`config.mk`:
```
export PLATFORM = sky130hd
export DESIGN_NAME = vidcmd_decoder
export DESIGN_NICKNAME = d
export VERILOG_FILES = /design/src/rtl/vidcmd_pkg.sv /design/src/rtl/vidcmd_parser.sv /design/src/rtl/vidcmd_regbank.sv /design/src/rtl/vidcmd_copycap.sv /design/src/rtl/vidcmd_decoder.sv
export SDC_FILE = /design/constraint.sdc
export NUM_CORES = 1
export LEC_CHECK = 0
export BUFFER_PORTS_ARGS = -buffer_cell sky130_fd_sc_hd__buf_2
export CORE_UTILIZATION = 40
export CTS_CLUSTER_SIZE = 10
export DETAILED_ROUTE_END_ITERATION = 8
export PLACE_DENSITY = 0.58
export SYNTH_ARGS = -nofsm -noshare
export SYNTH_HDL_FRONTEND = slang
export SYNTH_SLANG_ARGS = --single-unit
export TNS_END_PERCENT = 20
```
`constraint.sdc`:
```
create_clock -name clk -period 2.1 [get_ports clk]
set_input_delay 0.21 -clock clk [delete_from_list [all_inputs] [get_ports clk]]
set_output_delay 0.21 -clock clk [all_outputs]
set_load 0.01 [all_outputs]
```
`src/rtl/vidcmd_pkg.sv`:
```
// Package: shared stream codes, register addresses and parser state type.
// Assumes byte-wide stream and byte-addressed video control registers.
package vidcmd_pkg;
    localparam logic [7:0] LEAD_BYTE   = 8'hAF;
    localparam logic [7:0] OP_REG_WR   = 8'h20;
    localparam logic [7:0] OP_COPY     = 8'h6A;
    localparam logic [7:0] LOCK_ADDR   = 8'hFF;
    localparam logic [7:0] LOCK_DATA   = 8'h00;
    localparam logic [7:0] UNLOCK_DATA = 8'hFF;

    localparam int ADDR_BYTES  = 3;
    localparam int COPY_BYTES  = 2 * ADDR_BYTES + 1;

    localparam int DEPTH_REG   = 8'h00;
    localparam int TIM_BASE    = 8'h01;
    localparam int PIXCLK_REG  = 8'h1B;
    localparam int BLANK_REG   = 8'h1F;
    localparam int BASE16_REG  = 8'h20;
    localparam int BASE8_REG   = 8'h26;

    typedef enum logic [2:0] {
        PS_HUNT,
        PS_OPCODE,
        PS_ADDR,
        PS_DATA,
        PS_COPY
    } parse_state_t;
endpackage

```
`src/rtl/vidcmd_parser.sv`:
```
// Parser: walks the command framing byte by byte. Emits a register write
// strobe on the data byte and indexed copy payload strobes. Sets a sticky
// error on a bad lead byte or unknown opcode, then hunts for the lead byte.
// Assumes every byte with in_valid high is consumed in that cycle.
module vidcmd_parser
    import vidcmd_pkg::*;
#(
    parameter int PAYLOAD_BYTES = COPY_BYTES,
    localparam int IDX_W = $clog2(PAYLOAD_BYTES)
) (
    input  logic             clk,
    input  logic             rst_n,
    input  logic             in_valid,
    input  logic [7:0]       in_data,
    output logic             wr_en,
    output logic [7:0]       wr_addr,
    output logic [7:0]       wr_data,
    output logic             cp_en,
    output logic [IDX_W-1:0] cp_idx,
    output logic [7:0]       cp_data,
    output logic             err
);
    localparam logic [IDX_W-1:0] LAST_IDX = IDX_W'(PAYLOAD_BYTES - 1);

    parse_state_t     state;
    logic [7:0]       addr_q;
    logic [IDX_W-1:0] cnt_q;

    // Framing state machine, address capture, payload counter and error flag.
    always_ff @(posedge clk) begin
        if (!rst_n) begin
            state  <= PS_HUNT;
            addr_q <= '0;
            cnt_q  <= '0;
            err    <= 1'b0;
        end else if (in_valid) begin
            unique case (state)
                PS_HUNT: begin
                    if (in_data == LEAD_BYTE) state <= PS_OPCODE;
                    else                      err   <= 1'b1;
                end
                PS_OPCODE: begin
                    if (in_data == OP_REG_WR) begin
                        state <= PS_ADDR;
                    end else if (in_data == OP_COPY) begin
                        state <= PS_COPY;
                        cnt_q <= '0;
                    end else begin
                        state <= PS_HUNT;
                        err   <= 1'b1;
                    end
                end
                PS_ADDR: begin
                    addr_q <= in_data;
                    state  <= PS_DATA;
                end
                PS_DATA: state <= PS_HUNT;
                PS_COPY: begin
                    if (cnt_q == LAST_IDX) state <= PS_HUNT;
                    else                   cnt_q <= cnt_q + 1'b1;
                end
                default: state <= PS_HUNT;
            endcase
        end
    end

    // Strobes for the register bank and copy capture.
    always_comb begin
        wr_en   = in_valid && (state == PS_DATA);
        wr_addr = addr_q;
        wr_data = in_data;
        cp_en   = in_valid && (state == PS_COPY);
        cp_idx  = cnt_q;
        cp_data = in_data;
    end
endmodule

```
`src/rtl/vidcmd_regbank.sv`:
```
// Register bank: shadow and live byte arrays with a lock flag. Writes always
// land in the shadow array and also in the live array while unlocked.
// Unlock copies the whole shadow array into the live array on one edge.
// Assumes addresses at or above REG_BYTES other than the lock address are ignored.
module vidcmd_regbank
    import vidcmd_pkg::*;
#(
    parameter int REG_BYTES = 41,
    localparam int IDX_W = $clog2(REG_BYTES)
) (
    input  logic                      clk,
    input  logic                      rst_n,
    input  logic                      wr_en,
    input  logic [7:0]                wr_addr,
    input  logic [7:0]                wr_data,
    output logic [REG_BYTES-1:0][7:0] live,
    output logic                      locked
);
    localparam logic [7:0] TOP_ADDR = 8'(REG_BYTES - 1);

    logic [REG_BYTES-1:0][7:0] shadow;
    logic                      in_map;
    logic [IDX_W-1:0]          idx;

    // Decode whether the write targets a stored byte.
    always_comb begin
        in_map = wr_en && (wr_addr <= TOP_ADDR);
        idx    = wr_addr[IDX_W-1:0];
    end

    // Shadow update, live update or bulk commit, and lock tracking.
    always_ff @(posedge clk) begin
        if (!rst_n) begin
            shadow <= '0;
            live   <= '0;
            locked <= 1'b0;
        end else begin
            if (in_map) begin
                shadow[idx] <= wr_data;
                if (!locked) live[idx] <= wr_data;
            end
            if (wr_en && wr_addr == LOCK_ADDR) begin
                if (wr_data == LOCK_DATA) begin
                    locked <= 1'b1;
                end else if (wr_data == UNLOCK_DATA) begin
                    locked <= 1'b0;
                    live   <= shadow;
                end
            end
        end
    end
endmodule

```
`src/rtl/vidcmd_copycap.sv`:
```
// Copy capture: stores the copy payload bytes by index and raises a
// one-cycle valid after the last byte. Fields are ordered source (most
// significant byte first), count, destination (most significant byte first).
module vidcmd_copycap
    import vidcmd_pkg::*;
#(
    parameter int AW = ADDR_BYTES,
    localparam int NB = 2 * AW + 1,
    localparam int IDX_W = $clog2(NB)
) (
    input  logic             clk,
    input  logic             rst_n,
    input  logic             cp_en,
    input  logic [IDX_W-1:0] cp_idx,
    input  logic [7:0]       cp_data,
    output logic             copy_valid,
    output logic [8*AW-1:0]  copy_src,
    output logic [7:0]       copy_count,
    output logic [8*AW-1:0]  copy_dst
);
    localparam logic [IDX_W-1:0] LAST_IDX = IDX_W'(NB - 1);

    logic [NB-1:0][7:0] pay;

    // Payload store and completion pulse.
    always_ff @(posedge clk) begin
        if (!rst_n) begin
            pay        <= '0;
            copy_valid <= 1'b0;
        end else begin
            copy_valid <= cp_en && (cp_idx == LAST_IDX);
            if (cp_en) pay[cp_idx] <= cp_data;
        end
    end

    // Field assembly: payload byte k lands in the k-th most significant lane.
    for (genvar k = 0; k < AW; k++) begin : g_addr
        assign copy_src[8*(AW-1-k) +: 8] = pay[k];
        assign copy_dst[8*(AW-1-k) +: 8] = pay[AW+1+k];
    end
    assign copy_count = pay[AW];
endmodule

```
`src/rtl/vidcmd_decoder.sv`:
```
// Top: command stream decoder for the video control registers. Connects the
// parser, register bank and copy capture and maps live bytes to outputs.
// Assumes a byte stream with valid/ready; ready is held high.
module vidcmd_decoder
    import vidcmd_pkg::*;
#(
    parameter int TIM_N     = 12,
    parameter int REG_BYTES = 41,
    localparam int AB       = ADDR_BYTES
) (
    input  logic                  clk,
    input  logic                  rst_n,
    input  logic                  in_valid,
    input  logic [7:0]            in_data,
    output logic                  in_ready,
    output logic                  depth_24,
    output logic [8*AB-1:0]       base16_addr,
    output logic [8*AB-1:0]       base8_addr,
    output logic [TIM_N-1:0][15:0] timing_vals,
    output logic [15:0]           pix_clock,
    output logic [7:0]            blank_mode,
    output logic                  copy_valid,
    output logic [8*AB-1:0]       copy_src,
    output logic [7:0]            copy_count,
    output logic [8*AB-1:0]       copy_dst,
    output logic                  sync_err
);
    localparam int CIDX_W = $clog2(COPY_BYTES);

    logic                      wr_en;
    logic [7:0]                wr_addr;
    logic [7:0]                wr_data;
    logic                      cp_en;
    logic [CIDX_W-1:0]         cp_idx;
    logic [7:0]                cp_data;
    logic [REG_BYTES-1:0][7:0] live_bytes;
    logic                      regs_locked;
    logic                      unused_live;

    assign in_ready = 1'b1;

    vidcmd_parser #(.PAYLOAD_BYTES(COPY_BYTES)) parser_i (
        .clk(clk), .rst_n(rst_n), .in_valid(in_valid), .in_data(in_data),
        .wr_en(wr_en), .wr_addr(wr_addr), .wr_data(wr_data),
        .cp_en(cp_en), .cp_idx(cp_idx), .cp_data(cp_data), .err(sync_err)
    );

    vidcmd_regbank #(.REG_BYTES(REG_BYTES)) regs_i (
        .clk(clk), .rst_n(rst_n), .wr_en(wr_en), .wr_addr(wr_addr),
        .wr_data(wr_data), .live(live_bytes), .locked(regs_locked)
    );

    vidcmd_copycap #(.AW(AB)) copy_i (
        .clk(clk), .rst_n(rst_n), .cp_en(cp_en), .cp_idx(cp_idx),
        .cp_data(cp_data), .copy_valid(copy_valid), .copy_src(copy_src),
        .copy_count(copy_count), .copy_dst(copy_dst)
    );

    // Timing words: high byte at the first address of each pair.
    for (genvar i = 0; i < TIM_N; i++) begin : g_tim
        assign timing_vals[i] = {live_bytes[TIM_BASE + 2*i], live_bytes[TIM_BASE + 2*i + 1]};
    end

    // Base addresses: most significant byte at the lowest address.
    for (genvar b = 0; b < AB; b++) begin : g_base
        assign base16_addr[8*(AB-1-b) +: 8] = live_bytes[BASE16_REG + b];
        assign base8_addr[8*(AB-1-b) +: 8]  = live_bytes[BASE8_REG + b];
    end

    assign pix_clock  = {live_bytes[PIXCLK_REG + 1], live_bytes[PIXCLK_REG]};
    assign blank_mode = live_bytes[BLANK_REG];
    assign depth_24   = live_bytes[DEPTH_REG][0];
    assign unused_live = ^{live_bytes, regs_locked};
endmodule

```
==> results.md <==
* Max_cap viols at 0
* RSZ-0062 raised after global routing: yes
* Switching Fraction at 0.2219
* Slew margin rel. at 0.5652
* Final wirelength at a little over 80 mm
* Routability congestion estimate at ~0.83
* Crit path launch: parser_i.state[2]
* Syn Inst Count at 2545
* P_int at around 18 mW
* CP cell instances: and4b_4 > nand4_1 > buf_4 > or2_4 > buf_12 > a21oi_1
* CTS max path bufs at 3
* Post-synth top area cell: dfxtp_1
* # DRC at 0
* Critical path's top delay family: simple AND/OR/NAND/NOR gates
* TritonCTS Buffers at between 70 and 80
* First-pass GRT wire length at about 120 mm
* Worst-Skew Late Latency at roughly 0.6 ns
* Hpwl dp at 50.01 mm
* Hold Crit Start: rst_n
* CORE AREA at slightly above 60000 µm²
* Final Cycle Share at 0.9763
* Fin nets at roughly 2800
* Leak at 15.10 nW
* Crit-path max cell delay at roughly 0.39 ns
* Critical R2R Launch: parser_i.state[2]
* Area share of the largest cell type after synthesis at 0.4761
* CP Capture Type: flip-flop
* Critical path launch point type: flip-flop
* Fin Setup TNS at 0 ns
* Syn avg cell area at about 10 µm²
* Clock period minus worst slack at about 2.1 ns
* Critical path class: flip-flop to flip-flop
* Sw Pwr at about 5.3 mW
* Fin. max-slew vios at 0
* Final Util at 0.4887
* Clock Power Share at 0.483
* First-pass DRT Iterations at 5
* Vias/cell at roughly 5.7
* Power share of the combinational group at 0.033
* Worst path buffer plus inverter count at 2
* Initial core utilization at 0.4079
* Hold Fails Final Rpt at 0
* Area growth syn-to-layout at 19.82%
* Die Span Y at roughly 250 µm
* # fillers at slightly below 6000
* Largest net degree at the start of global routing at 97
* DR vias at around 21000
* Post-route ant nets at 0
* Total die area at roughly 64000 µm²
* Register area share after synthesis at 0.4761
* FF+latch count, synth at between 600 and 700
* Max FO, Critical Path at 94
* Port Buffers at around 330
* Yosys synthesis warning count at 0
* Post-synth EDFFs at 0
* TritonCTS clock tree: built
* Clk_skew at ~0.018 ns
* Tightest Hold Check Type: primary input to flip-flop
* Gr usage total at 0.2435
* Required time of the critical path at roughly 2.6 ns
* Reg2reg setup slack at between 0.04 and 0.05 ns
* Fraction of registers with async set or reset after synthesis at 0
* Synthesized Nets at between 2000 and 3000
* Peak VDD IR at about 520 µV
* Max Freq at a little under 500 MHz
* Highest-delay cell along the critical path: and4b_4
* Layout cells sized above 1 at 0.2263
* Avg WL per Cell at ~22 µm
* Synth cell types at 54
* Hold slack at 0.07183 ns
* Crit path DAT at around 2.6 ns
* Sequential Power Share at 0.484
* Synthesized area at around 25000 µm²
* CTS clk-pin slew, worst paths at ~0.06 ns
* Root Driver: clkbuf_16
* Power Dens Cells at around 780 nW/µm²
* Slew @ Worst Pin at ~0.65 ns
* Initial DRC Count at between 1500 and 2000
* GR Overflow Total at 0
* Total power at approximately 24 mW
* Ports at 335
* Final setup viols at 0
* CTS sink cnt at approximately 600
* CTS H-tree depth at 3
* FP Rows at just over 90
* Top post-synthesis cells by area: dfxtp_1, mux2i_1, o31ai_1, a21oi_1, nor2_1
* Vias in the first global route at 19941
* Die W at 253.8 µm
* Status: finished clean
* Ys flop type: dfxtp_1
* Initial antenna violation count at 1
state kept, by name, indices dropped and copies added (netlist names):
name               cells
regs_i.live          265
regs_i.shadow        265
copy_i.copy_dst       24
copy_i.copy_src       24
copy_i.copy_count      8
parser_i.wr_addr       8
parser_i.cp_idx        3
parser_i.state         3
copy_i.copy_valid      1
parser_i.err           1
regs_i.locked          1
worst paths after layout:
path	cells past startpoint	endpoint
setup reg to reg	6	regs_i.live[326]
hold / removal	3	regs_i.live[151]
setup / recovery	6	regs_i.live[326]
hold reg to reg	2	copy_i.copy_src[4]
kinds of logic (layout without fill, tap and decap cells):
logic type | Yosys count | after routing | share of synthesized area
simple gates | 510 | 510 | 0.1092
other cells | 1 | 2 | 0.0001479
buf+inv | 288 | 562 | 0.05383
flops | 603 | 603 | 0.4761
compound gates | 641 | 641 | 0.1624
mux | 500 | 500 | 0.1974
fa+ha+maj | 2 | 2 | 0.0009867
worst min-delay path: cells and delay by family:
family                 cells  cell delay [ns]
AO/OA/AOI/OAI              2             0.18
buffers and inverters      1             0.23
power by group through the flow:
| stage | clock network [mW] | registers, mW | logic (mW) |
|---|---|---|---|
| global placement | 0 | 11.7 | 0.781 |
| CTS | 11.7 | 11.4 | 0.784 |
| detailed placement | 0 | 11.7 | 0.777 |
| finish | 11.4 | 11.4 | 0.787 |
| global route | 12.1 | 11.4 | 0.836 |
| floorplan | 0 | 11.7 | 0.464 |
metal layers:
metal	GRT usage	wire length, µm
met4	0.08141	2172
met3	0.04507	5029
met5	0	0
met1	0.3170	35680
met2	0.4035	38860
what timing repair did:
action	CTS	global route
setup endpoints to repair	376	445
resized for setup	6	20
pin swaps	3	3
hold buffers	3	0
cloned	0	1
setup buffers	5	5
hold endpoints to repair	5	0
cell usage after synthesis, types with 6 or more instances:
cell type and n:
dfxtp_1 603, mux2i_1 500, nor2_1 325, a21oi_1 276, o31ai_1 266, clkbuf_1 185, a22oi_1 88, nand4_2 48
buf_2 33, buf_1 28, buf_6 27, nand2_1 23, nand4_1 22, and3_1 15, and2_1 12, buf_4 10
nand3_1 6, nor3b_1 6
placed cells by master, fill, tap and decap left out, types with 5 or more instances in the layout:
cell / netlist / routed
a21oi_1: 276 / 272
nand4_4: 0 / 6
nor3b_2: 2 / 6
nand4_2: 48 / 42
nor2_1: 325 / 324
and2_1: 12 / 12
o31ai_1: 266 / 266
a22oi_1: 88 / 88
dfxtp_1: 603 / 601
mux2i_1: 500 / 500
clkbuf_8: 0 / 5
buf_4: 10 / 106
nand2_1: 23 / 23
buf_12: 0 / 28
nand3_1: 6 / 6
clkbuf_16: 0 / 78
and3_1: 15 / 12
nand4_1: 22 / 22
buf_2: 33 / 324
clkbuf_1: 185 / 9
cell type report:
type | count | area [µm²] | share of cell area
multi-input combinational | 1654 | 12090 | 0.3980
sequential | 603 | 12070 | 0.3974
timing repair buffer | 464 | 3074 | 0.1012
clock buffer | 90 | 2016 | 0.06635
tap | 837 | 1047 | 0.03447
clock inverter | 5 | 57.56 | 0.001894
inverter | 3 | 18.77 | 0.0006177
antenna | 1 | 2.502 | 0.00008237
through the flow:
stage / setup WS (ns) / std cells / instance area (µm²)
2_1_floorplan: 0.2460 / 2545 / 25360
3_3_place_gp: -0.03332 / 3547 / 28050
3_5_place_dp: -0.1377 / 3547 / 28050
4_1_cts: -0.01228 / 3650 / 30210
5_1_grt: -0.04317 / 3656 / 30380
6_report: 0.04986 / 3657 / 30380
(Power assumes the default switching activity.)
